[src/rtl/ptmr_pkg.sv]
package ptmr_pkg;
  localparam int unsigned PTMR_PRESCALE = 128;
  localparam int unsigned PTMR_CNT_W    = 32;
  localparam int unsigned PTMR_NSRC     = 32;
  localparam int unsigned PTMR_ADDR_W   = 8;

  localparam logic [PTMR_ADDR_W-1:0] OFS_COUNT = 8'h10;
  localparam logic [PTMR_ADDR_W-1:0] OFS_ALARM = 8'h14;
  localparam logic [PTMR_ADDR_W-1:0] OFS_PEND  = 8'h38;
  localparam logic [PTMR_ADDR_W-1:0] OFS_MASK  = 8'h3C;

  typedef enum logic [2:0] {
    SEL_NONE, SEL_COUNT, SEL_ALARM, SEL_PEND, SEL_MASK
  } ptmr_sel_e;
endpackage

[src/rtl/ptmr_prescale_counter.sv]
module ptmr_prescale_counter #(
  parameter int unsigned PRESCALE = 128,
  parameter int unsigned TW       = 32
) (
  input  logic          clk,
  input  logic          rst_n,
  input  logic          load,
  input  logic [TW-1:0] load_val,
  output logic [TW-1:0] count,
  output logic [TW-1:0] count_next,
  output logic          step
);
  localparam int unsigned PW = (PRESCALE > 1) ? $clog2(PRESCALE) : 1;

  function automatic logic [TW-1:0] count_succ(input logic [TW-1:0] v);
    return v + TW'(1);
  endfunction

  logic [PW-1:0] pre_q;
  logic [TW-1:0] count_q;
  logic          pre_last;

  assign pre_last   = (int'(pre_q) == int'(PRESCALE) - 1);
  assign step       = pre_last & ~load;
  assign count      = count_q;
  assign count_next = count_succ(count_q);

  always_ff @(posedge clk or negedge rst_n) begin
    if (!rst_n) begin
      pre_q   <= '0;
      count_q <= '0;
    end else if (load) begin
      pre_q   <= '0;
      count_q <= load_val;
    end else if (pre_last) begin
      pre_q   <= '0;
      count_q <= count_succ(count_q);
    end else begin
      pre_q   <= pre_q + PW'(1);
    end
  end

  assert_pre_bound_R2: assert property (@(posedge clk) disable iff (!rst_n)
    int'(pre_q) < int'(PRESCALE));
  assert_hold_between_ticks_R2: assert property (@(posedge clk) disable iff (!rst_n)
    (!pre_last && !load) |=> $stable(count_q));
  assert_step_by_one_R2: assert property (@(posedge clk) disable iff (!rst_n)
    step |=> (count_q - $past(count_q)) == TW'(1));
  assert_load_restarts_R3: assert property (@(posedge clk) disable iff (!rst_n)
    load |=> (count_q == $past(load_val) && pre_q == '0));
endmodule

[src/rtl/ptmr_alarm_cmp.sv]
module ptmr_alarm_cmp #(
  parameter int unsigned TW = 32
) (
  input  logic          clk,
  input  logic          rst_n,
  input  logic          alarm_we,
  input  logic [TW-1:0] alarm_wval,
  input  logic          step,
  input  logic [TW-1:0] count_next,
  output logic [TW-1:0] alarm_val,
  output logic          hit
);
  logic [TW-1:0] alarm_q;

  function automatic logic lands_on(input logic [TW-1:0] upcoming,
                                    input logic [TW-1:0] target);
    return upcoming == target;
  endfunction

  assign alarm_val = alarm_q;
  assign hit       = step & lands_on(count_next, alarm_q);

  always_ff @(posedge clk or negedge rst_n) begin
    if (!rst_n)        alarm_q <= '0;
    else if (alarm_we) alarm_q <= alarm_wval;
  end

  assert_alarm_holds_R5: assert property (@(posedge clk) disable iff (!rst_n)
    !alarm_we |=> $stable(alarm_q));
endmodule

[src/rtl/ptmr_irq_ctrl.sv]
module ptmr_irq_ctrl #(
  parameter int unsigned NSRC = 32
) (
  input  logic            clk,
  input  logic            rst_n,
  input  logic [NSRC-1:0] set_vec,
  input  logic            clr_we,
  input  logic [NSRC-1:0] clr_mask,
  input  logic            en_we,
  input  logic [NSRC-1:0] en_wval,
  output logic [NSRC-1:0] pend,
  output logic [NSRC-1:0] en,
  output logic            irq
);
  logic [NSRC-1:0] pend_q;
  logic [NSRC-1:0] en_q;
  logic [NSRC-1:0] clr_eff;

  function automatic logic [NSRC-1:0] w1c_next(input logic [NSRC-1:0] cur,
                                               input logic [NSRC-1:0] setv,
                                               input logic [NSRC-1:0] clrv);
    return (cur & ~clrv) | setv;
  endfunction

  assign clr_eff = clr_we ? clr_mask : '0;
  assign pend    = pend_q;
  assign en      = en_q;
  assign irq     = |(pend_q & en_q);

  always_ff @(posedge clk or negedge rst_n) begin
    if (!rst_n) begin
      pend_q <= '0;
      en_q   <= '0;
    end else begin
      pend_q <= w1c_next(pend_q, set_vec, clr_eff);
      if (en_we) en_q <= en_wval;
    end
  end

  assert_set_wins_R8: assert property (@(posedge clk) disable iff (!rst_n)
    (|set_vec) |=> ((pend_q & $past(set_vec)) == $past(set_vec)));
  assert_w1c_clears_R7: assert property (@(posedge clk) disable iff (!rst_n)
    clr_we |=> ((pend_q & $past(clr_mask & ~set_vec)) == '0));
  assert_only_sources_set_R11: assert property (@(posedge clk) disable iff (!rst_n)
    1'b1 |=> ((pend_q & ~$past(pend_q) & ~$past(set_vec)) == '0));
  assert_enable_holds_R10: assert property (@(posedge clk) disable iff (!rst_n)
    !en_we |=> $stable(en_q));
endmodule

[src/rtl/prescaled_alarm_timer.sv]
module prescaled_alarm_timer
  import ptmr_pkg::*;
#(
  parameter int unsigned PRESCALE = PTMR_PRESCALE,
  parameter int unsigned TW       = PTMR_CNT_W,
  parameter int unsigned NSRC     = PTMR_NSRC,
  parameter int unsigned AW       = PTMR_ADDR_W
) (
  input  logic            clk,
  input  logic            rst_n,
  input  logic            bus_we,
  input  logic [AW-1:0]   bus_addr,
  input  logic [TW-1:0]   bus_wdata,
  output logic [TW-1:0]   bus_rdata,
  input  logic [NSRC-1:1] periph_irq,
  output logic            irq_out
);
  ptmr_sel_e       sel;
  logic            count_we, alarm_we, pend_we, mask_we;
  logic [TW-1:0]   count, count_next, alarm_val;
  logic            cnt_step, alarm_hit;
  logic [NSRC-1:0] src_set, pend, en;

  always_comb begin
    case (bus_addr)
      OFS_COUNT: sel = SEL_COUNT;
      OFS_ALARM: sel = SEL_ALARM;
      OFS_PEND:  sel = SEL_PEND;
      OFS_MASK:  sel = SEL_MASK;
      default:   sel = SEL_NONE;
    endcase
  end

  assign count_we = bus_we && (sel == SEL_COUNT);
  assign alarm_we = bus_we && (sel == SEL_ALARM);
  assign pend_we  = bus_we && (sel == SEL_PEND);
  assign mask_we  = bus_we && (sel == SEL_MASK);

  ptmr_prescale_counter #(.PRESCALE(PRESCALE), .TW(TW)) u_counter (
    .clk(clk), .rst_n(rst_n), .load(count_we), .load_val(bus_wdata),
    .count(count), .count_next(count_next), .step(cnt_step));

  ptmr_alarm_cmp #(.TW(TW)) u_alarm (
    .clk(clk), .rst_n(rst_n), .alarm_we(alarm_we), .alarm_wval(bus_wdata),
    .step(cnt_step), .count_next(count_next), .alarm_val(alarm_val),
    .hit(alarm_hit));

  assign src_set = {periph_irq, alarm_hit};

  ptmr_irq_ctrl #(.NSRC(NSRC)) u_irq (
    .clk(clk), .rst_n(rst_n), .set_vec(src_set),
    .clr_we(pend_we), .clr_mask(NSRC'(bus_wdata)),
    .en_we(mask_we), .en_wval(NSRC'(bus_wdata)),
    .pend(pend), .en(en), .irq(irq_out));

  always_comb begin
    unique case (sel)
      SEL_COUNT: bus_rdata = count;
      SEL_ALARM: bus_rdata = alarm_val;
      SEL_PEND:  bus_rdata = TW'(pend);
      SEL_MASK:  bus_rdata = TW'(en);
      default:   bus_rdata = '0;
    endcase
  end

  assert_alarm_hit_lands_R5: assert property (@(posedge clk) disable iff (!rst_n)
    (alarm_hit && !alarm_we && !pend_we) |=> (count == alarm_val && pend[0]));
  assert_alarm_only_on_tick_R6: assert property (@(posedge clk) disable iff (!rst_n)
    $rose(pend[0]) |-> $past(cnt_step));
  assert_unmapped_reads_zero_R12: assert property (@(posedge clk) disable iff (!rst_n)
    (sel == SEL_NONE) |-> (bus_rdata == '0));
endmodule

[config.mk]
export PLATFORM = sky130hd
export DESIGN_NAME = prescaled_alarm_timer
export DESIGN_NICKNAME = d
export VERILOG_FILES = /design/src/rtl/ptmr_pkg.sv /design/src/rtl/ptmr_prescale_counter.sv /design/src/rtl/ptmr_alarm_cmp.sv /design/src/rtl/ptmr_irq_ctrl.sv /design/src/rtl/prescaled_alarm_timer.sv
export SDC_FILE = /design/constraint.sdc
export NUM_CORES = 1
export LEC_CHECK = 0
export CAP_MARGIN = 20
export CORE_ASPECT_RATIO = 1.75
export CORE_MARGIN = 1.5
export CORE_UTILIZATION = 50
export CTS_CLUSTER_DIAMETER = 200
export DETAILED_ROUTE_END_ITERATION = 6
export PLACE_DENSITY = 0.74
export SETUP_SLACK_MARGIN = 0.5
export SYNTH_ARGS = -nofsm -noshare
export SYNTH_HDL_FRONTEND = slang
export SYNTH_HIERARCHICAL = 1
export SYNTH_SLANG_ARGS = --single-unit
[constraint.sdc]
create_clock -name clk -period 5.61 [get_ports clk]
set_input_delay 1.122 -clock clk [delete_from_list [all_inputs] [get_ports clk]]
set_output_delay 1.122 -clock clk [all_outputs]
set_load 0.02 [all_outputs]
* Word-level counts from Yosys, hierarchy flattened
Cells that the tools add are included.
** Word-level totals
- Register bits :: 135
- Input port bits :: 74
- Output and inout port bits :: 33
- Word-level logic and storage cells :: 37
** Cells by class
- Add/sub/neg operators :: 2
- Equality and inequality tests :: 10
- Mux-type cells :: 7
- Bitwise gates (word level) :: 7
- Reduce and logical (&&, ||, !) cells :: 6
** Operator list (number)
- 32-bit one-hot mux with 4 select lines :: 1
- 32-bit two-way mux :: 3
- 32-bit AND :: 2
- 32-bit by 1-bit adder with 32-bit output, second input constant :: 1
- 32-bit equality test :: 1
- 32-bit NOT :: 1
- 32-bit OR :: 1
- 32-bit OR reduction :: 1
- 8-bit by 5-bit equality test with 1-bit output, second input constant :: 2
- 8-bit by 6-bit equality test with 1-bit output, second input constant :: 2
- 7-bit two-way mux :: 2
- 3-bit one-hot mux with 4 select lines :: 1
- 7-bit by 1-bit adder with 7-bit output, second input constant :: 1
- 7-bit by 1-bit equality test with 1-bit output, second input constant :: 1
- 3-bit by 2-bit equality test with 1-bit output, second input constant :: 2
- 1-bit logical AND :: 4
- 3-bit by 1-bit equality test with 1-bit output, second input constant :: 1
- 3-bit equality test, second input constant :: 1
- 1-bit AND :: 2
- 2-bit nonzero test :: 1
- 1-bit NOT :: 1

* Logic depth before layout (Yosys ltp)
Gate-level depths: netlist of the first run.
- Word-level depth :: 8
- Mapped depth :: 12
- Gate-level depth less buffers :: 11

* Modules after synthesis
Netlist of the first run, hierarchy kept.
** By module, submodules not included
- ptmr_prescale_counter :: times used 1, cells each 316, area an instance 2728.9 sq um, sequential area each 975.9 sq um
- ptmr_irq_ctrl :: times used 1, cells each 188, area an instance 2514.9 sq um, sequential area each 1601.5 sq um
- ptmr_alarm_cmp :: times used 1, cells each 112, area an instance 1535.2 sq um, sequential area each 800.8 sq um
- prescaled_alarm_timer :: times used 1, cells each 157, area an instance 1335.0 sq um, sequential area each 0.0 sq um

* Worst setup path after synthesis of the first run
Ideal clock, no wire load.
- Path type :: input-to-output
- From :: input bus_addr[0]
- To :: output bus_rdata[0]
- Arrival :: 2.160 ns
- Data required time :: 4.488 ns
- Slack :: 2.328 ns
- Stages :: 5
- Path buffers :: 2
- Cells stage by stage :: nand2b_1 or4_4 buf_6 buf_12 nor2_2
** Between the ends
- Cells in the longest elaborated chain, start to end :: 4
- Elaborated cells on any way between the ends :: 10
- Those cells by class :: eq/ne: 8; mux: 2
** Ends and longest elaborated chain
- start, declared :: RTL line prescaled_alarm_timer.sv:12 : input logic [AW-1:0] bus_addr,
- 8-bit by 6-bit equality test with 1-bit output / 8-bit by 5-bit equality test with 1-bit output (equally long branches) :: RTL line prescaled_alarm_timer.sv:25 : case (bus_addr)
- 3-bit one-hot mux with 4 select lines * :: RTL line prescaled_alarm_timer.sv:25
- 3-bit equality test, or another cell as far along :: RTL line prescaled_alarm_timer.sv:57 : unique case (sel)
- 32-bit one-hot mux with 4 select lines * :: RTL line prescaled_alarm_timer.sv:57
- end, declared :: RTL line prescaled_alarm_timer.sv:14 : output logic [TW-1:0] bus_rdata,
Mark *: on every way between the ends. The rest lies on a longest branch, timed or not.

* Final worst setup path of the first run
- From :: input bus_addr[3]
- To :: output bus_rdata[18]
Same word-level chain as after synthesis.

==> impl_metrics.yaml, run 1 <==
critical_path:
  r2r_slack_ns: 2.17
  end_kind: "output port"
  path_class: "in -> out"
  start_kind: "primary input"
  cp.depth: 6
  worstPathRequired_ns: 4.49
  crit_slowest_cell: "clkdlybuf4s50_1"
  max_stage_delay_ns: 0.62
  worst-path-buf-inv: 3
  crit_top_cell: "clkdlybuf4s50_1"
  cp_cell_sequence: "clkdlybuf4s50_1 -> nand2_1 -> buf_4 -> o22a_1 -> nor2_2 -> clkdlybuf4s50_1"
  crit_path_max_fanout: 21
  cpLargestDelayFamily: "buffers and inverters"
  worstPathArrival_ns: 3.34
  r2r_cells: 11
floorplan:
  die_w_um: 99.3
  row_count: 61
  design.core.area_um2: 15900
  start_util_pct: 51.1
  die_area_um2: 17000
  die_y_um: 172
  io_pins: 107
drt:
  drc: 0
  ant_nets: 0
  drt-wirelength-per-cell_um: 21.8
  m1WireLength_mm: 8.89
  dr_wl_met3_um: 870
  firstDrtPassIters: 5
  top_layer: "met4"
  wl_met2_mm: 12.6
  vias: 6316
  wirelength_mm: 23.1
  drtIter0Drc: 341
  viasPerCell: 5.94
placed_design:
  post-place-cells: 1031
  dp.final_hpwl_mm: 16.8
  gp_congestion: 0.891
  port_buffers: 106
timing:
  setup_tns_ns: 0
  period_share_pct: 79.5
  worstMarginPinSlew_ns: 0.995
  hold_viol: 0
  post-route-min-period_ns: 4.46
  skew_ns: 0.00890
  setup_viol: 0
  grt_setup_unrepaired: "no"
  max_freq_ghz: 0.224
  drv_slew: 0
  max_slew_margin_pct: 33.6
yosys:
  synth-seq-cells: 135
  yosysMostFrequentCell: "dfrtp_1"
  yosysSeqAreaShare_pct: 41.6
  synth_top_area_cell: "dfrtp_1"
  ys_top_cells_by_area: "dfrtp_1, mux2_2, mux2i_1, xor2_1, nand2_1"
  synthesis.instances: 773
  ys.flop_type: "dfrtp_1"
  yosys-top-cells-count: "dfrtp_1, nand2_1, xor2_1"
  syn_avg_cell_area_um2: 10.5
  ys_warn_count: 6
  synthDominantCellAreaShare_pct: 41.6
  synthArstFlopShare_pct: 100
  synth_edf_count: 0
  synth_nets: 849
  synth.distinct_cells: 48
  syn-cell-area_um2: 8110
clocking:
  cts_buffers: 17
  cts_tree: "built"
  root_buffer: "clkbuf_16"
  cts_resized: 0
  htreeDepth: 4
  clk_latency_ns: 0.43
  clk_pin_slew_ns: 0.06
  cts_max_path_buffers: 2
  ctsHoldBuffers: 0
  clock-sinks: 135
  post-cts-setup-buffer-count: 0
power_and_ir_drop:
  powerDensity_nw_per_um2: 277
  p_leak_nw: 3.92
  ir_drop_uv: 158
worst_hold_path:
  hold_path.class: "reg -> reg"
  holdPathStages: 1
finish:
  antenna_cells: 0
  area_growth_pct: 20.6
  utilization_pct: 61.6
  regArea_um2: 3380
  instances_no_fill: 1063
  fillers: 1361
  multi_input_area_um2: 4390
  final_nets: 937
  drive_gt1_share_pct: 18.4
grt:
  grt_usage_pct: 28.0
  grt_pass1_vias: 6533
  overflow: 0
  grt_pass1_wl_mm: 36.1
  grt_max_degree: 90
  antenna_found_initial: 0
outcome:
  status: "completed"
job:
  max_cap_violations: 0
==> flip-flops by register name, summed over array words and instances (netlist names) <==
register	cells
u_irq/en	32
u_irq/pend	32
u_alarm/alarm_val	32
u_counter/count	32
u_counter/pre_q	7
==> layout make-up <==
cell class              count  share of cell area, %
flip-flops and latches    135                   34.5
well taps                 189                   2.42
inverters                   2                 0.0767
multi-input cells         583                   44.9
clock inverters            13                   1.50
repair buffers            122                   12.1
clock buffers              19                   4.53
==> cells in the final DEF, fill, tap and decap left out, types with 3 or more instances in the layout <==
cell type | Yosys | routed
a21o_1 | 32 | 32
a22oi_1 | 14 | 14
and3_1 | 4 | 4
buf_4 | 5 | 17
clkbuf_16 | 0 | 17
clkdlybuf4s50_1 | 0 | 104
clkinvlp_4 | 0 | 5
dfrtp_1 | 135 | 135
inv_6 | 0 | 3
mux2_1 | 4 | 4
mux2_2 | 62 | 62
mux2i_1 | 65 | 65
nand2_1 | 93 | 93
nand3_1 | 23 | 23
nand4_1 | 23 | 23
nor2_1 | 19 | 19
nor2_2 | 30 | 30
nor3_1 | 16 | 12
nor3_2 | 2 | 6
nor4_1 | 9 | 9
o21ai_0 | 26 | 26
o21ai_1 | 4 | 4
o22a_1 | 32 | 32
xnor2_1 | 32 | 32
xor2_1 | 66 | 66
==> power by group <==
part / leakage (nW) / internal [W] / switching, W
combinational: 2.08 / 0.000205 / 0.000248
sequential: 1.57 / 0.00104 / 0.0000945
clock: 0.273 / 0.000670 / 0.000458
total: 3.92 / 0.00191 / 0.000800
==> cells by family after synthesis <==
logic type,share of synthesized area [%]
xor+xnor,10.6
simple gates,16.0
fa+ha+maj,0.308
compound gates,9.87
flops,41.6
buf+inv,4.46
mux,17.2
==> routing by layer <==
layer,vias up,GRT usage [%]
met1,3161,31.7
met3,51,3.54
met2,181,51.8
li1,2923,-
met5,-,0
met4,0,13.1
==> worst paths after layout <==
| path | start | endpoint |
|---|---|---|
| max in group asynchronous | rst_n | u_alarm/alarm_val[3]$_DFFE_PN0P_ |
| worst max-delay path | bus_addr[3] | bus_rdata[18] |
| min in group asynchronous | rst_n | u_counter/pre_q[1]$_DFF_PN0_ |
| worst min-delay path | u_counter/pre_q[0]$_DFF_PN0_ | u_counter/pre_q[0]$_DFF_PN0_ |
| worst min register to register | u_counter/pre_q[0]$_DFF_PN0_ | u_counter/pre_q[0]$_DFF_PN0_ |
| worst max register to register | u_counter/count[0]$_DFFE_PN0P_ | u_irq/pend[0]$_DFF_PN0_ |
==> stage by stage <==
stage | area, um^2 | setup slack [ns] | power, W | hold WS, ns
2_1_floorplan | 8110 | 2.33 | 0.00141 | 0.438
3_3_place_gp | 9200 | 1.20 | 0.00159 | 0.452
3_5_place_dp | 9200 | 1.14 | 0.00160 | 0.495
4_1_cts | 9790 | 1.14 | 0.00273 | 0.506
5_1_grt | 9790 | 1.06 | 0.00282 | 0.534
6_report | 9790 | 1.15 | 0.00272 | 0.499
Power figures use the tool's default switching activity.
==> run 2, diff against run 1 <==
- PLACE_DENSITY: 0.74 -> 0.77
- clock period: 5.61 -> 3.7 ns (I/O delays scaled with it)
==> run 2 against run 1 <==
Clock power rose by 47%. Sequential power up 51%. Setup slack worse by 0.59 ns. Routed wire length is 6.2% lower. Non-clock buffer count grew 8. Largest cell class unchanged. Highest routed layer unchanged. Global-route usage is 1.9 points lower. Worst hold slack lost 0.21 ns. Register-to-register slack worse by 1.5 ns. Utilization up 0.60 points. Sequential cell count unchanged. Power increased by 50%. Sequential share of layout area shrank 0.33 points.
==> impl_metrics.yaml, run 2 (synthesis results as in run 1) <==
timing:
  holdWs_ns: 0.285
  period_share_pct: 84.8
  setup_tns_ns: 0
  worstMarginPinSlew_ns: 0.754
  drv_slew: 0
  setup_viol: 0
  hold_viol: 0
  skew_ns: 0.00601
  max_slew_margin_pct: 49.8
  post-route-min-period_ns: 3.14
  grt_setup_unrepaired: "no"
  max_freq_ghz: 0.319
placed_design:
  port_buffers: 106
  place_area_um2: 9320
  dp.final_hpwl_mm: 15.5
  gp_congestion: 0.941
floorplan:
  die_area_um2: 17000
  start_util_pct: 51.1
  row_count: 61
  design.core.area_um2: 15900
  die_w_um: 99.3
  io_pins: 107
  die_y_um: 172
grt:
  antenna_found_initial: 0
  grt_max_degree: 71
  grt_pass1_vias: 6366
  grt_usage_pct: 26.1
  grt_pass1_wl_mm: 33.9
  overflow: 0
drt:
  drc: 0
  dr_wl_met3_um: 723
  drtIter0Drc: 325
  ant_nets: 0
  wirelength_mm: 21.7
  vias: 6257
  top_layer: "met4"
  wl_met2_mm: 11.6
  drt-wirelength-per-cell_um: 20.3
  m1WireLength_mm: 8.50
  firstDrtPassIters: 5
  viasPerCell: 5.84
critical_path:
  cp_cell_sequence: "clkdlybuf4s50_1 -> nand2b_1 -> or4_4 -> buf_12 -> nor2_2 -> dlygate4sd2_1"
  cp.depth: 6
  start_kind: "primary input"
  path_class: "in -> out"
  crit_slowest_cell: "or4_4"
  max_stage_delay_ns: 0.43
  crit_path_max_fanout: 36
  cpLargestDelayFamily: "buffers and inverters"
  worst-path-buf-inv: 3
  end_kind: "output port"
  worstPathRequired_ns: 2.96
  worstPathArrival_ns: 2.40
  r2r_cells: 11
power_and_ir_drop:
  clkPwrFrac_pct: 40.8
  p_switching_w: 0.00118
  p_comb_share_pct: 17.1
  ir_drop_uv: 275
  p_int_w: 0.00289
  p_leak_nw: 4.12
  seqPwrFrac_pct: 42.1
  powerDensity_nw_per_um2: 412
  p_sw_share_pct: 28.9
outcome:
  status: "completed"
finish:
  final_common_cell: "dfrtp_1"
  final_cell_mix: "dfrtp_1, nand2_1, clkdlybuf4s50_1"
  final_nets: 945
  final_area_um2: 9880
  area_growth_pct: 21.8
  utilization_pct: 62.2
  drive_gt1_share_pct: 19.5
  antenna_cells: 0
clocking:
  cts_tree: "built"
  clock-sinks: 135
  cts_max_path_buffers: 2
  clk_pin_slew_ns: 0.06
  ctsHoldBuffers: 0
  root_buffer: "clkbuf_16"
  htreeDepth: 4
  post-cts-setup-buffer-count: 0
  clk_latency_ns: 0.42
  cts_buffers: 17
job:
  max_cap_violations: 0
worst_hold_path:
  hold_path.class: "in -> async"
## run 2: cell count changes in the layout (fill, tap and decap cells not counted), sizes merged
cell	delta
clkdlybuf4s15	+3
clkbuf	-1
clkdlybuf4s50	-33
buf	+8
dlymetal6s2s	+1
dlygate4sd2	+29
clkinvlp	+1
## run 2: what timing repair did
item,in CTS,in global routing
setup endpoints to repair,33,5
resized for setup,34,5
hold endpoints to repair,0,0
## run 2: final cells by class
cell class	count	area (um^2)
clock inverters	14	150
well taps	189	236
fillers	1350	5990
repair buffers	130	1270
clock buffers	18	429
multi-input cells	583	4410
flip-flops and latches	135	3380
inverters	2	7.51
## run 2: routing by layer
layer	vias up	GRT usage (%)
li1	2926	-
met1	3092	29.9
met2	183	47.3
met3	56	4.06
met4	0	12.2
met5	-	0
## run 2: stage by stage
stage,worst slack [ns],power [W],instances
after CTS,0.519,0.00409,1071
after floorplan,1.13,0.00214,773
after global routing,0.501,0.00423,1071
after detailed placement,0.277,0.00243,1039
final,0.564,0.00407,1071
after global placement,0.313,0.00242,1039
## run 2: worst paths after layout
kind                                                start                               end  slack (ns)
max                                           bus_addr[0]                      bus_rdata[2]        0.56
min                                                 rst_n      u_counter/pre_q[4]$_DFF_PN0_        0.28
max reg2reg                u_counter/count[1]$_DFFE_PN0P_           u_irq/pend[0]$_DFF_PN0_        0.65
min reg2reg                  u_counter/pre_q[0]$_DFF_PN0_      u_counter/pre_q[0]$_DFF_PN0_        0.47
max in group asynchronous                           rst_n  u_alarm/alarm_val[3]$_DFFE_PN0P_        2.65
min in group clk             u_counter/pre_q[0]$_DFF_PN0_      u_counter/pre_q[0]$_DFF_PN0_        0.47
## run 2: power by group through the flow
stage | registers [W] | clock network, W | logic (W)
after floorplan | 0.00169 | 0 | 0.000450
after global placement | 0.00173 | 0 | 0.000683
after detailed placement | 0.00174 | 0 | 0.000691
after CTS | 0.00171 | 0.00168 | 0.000696
after global routing | 0.00173 | 0.00175 | 0.000752
final | 0.00171 | 0.00166 | 0.000698
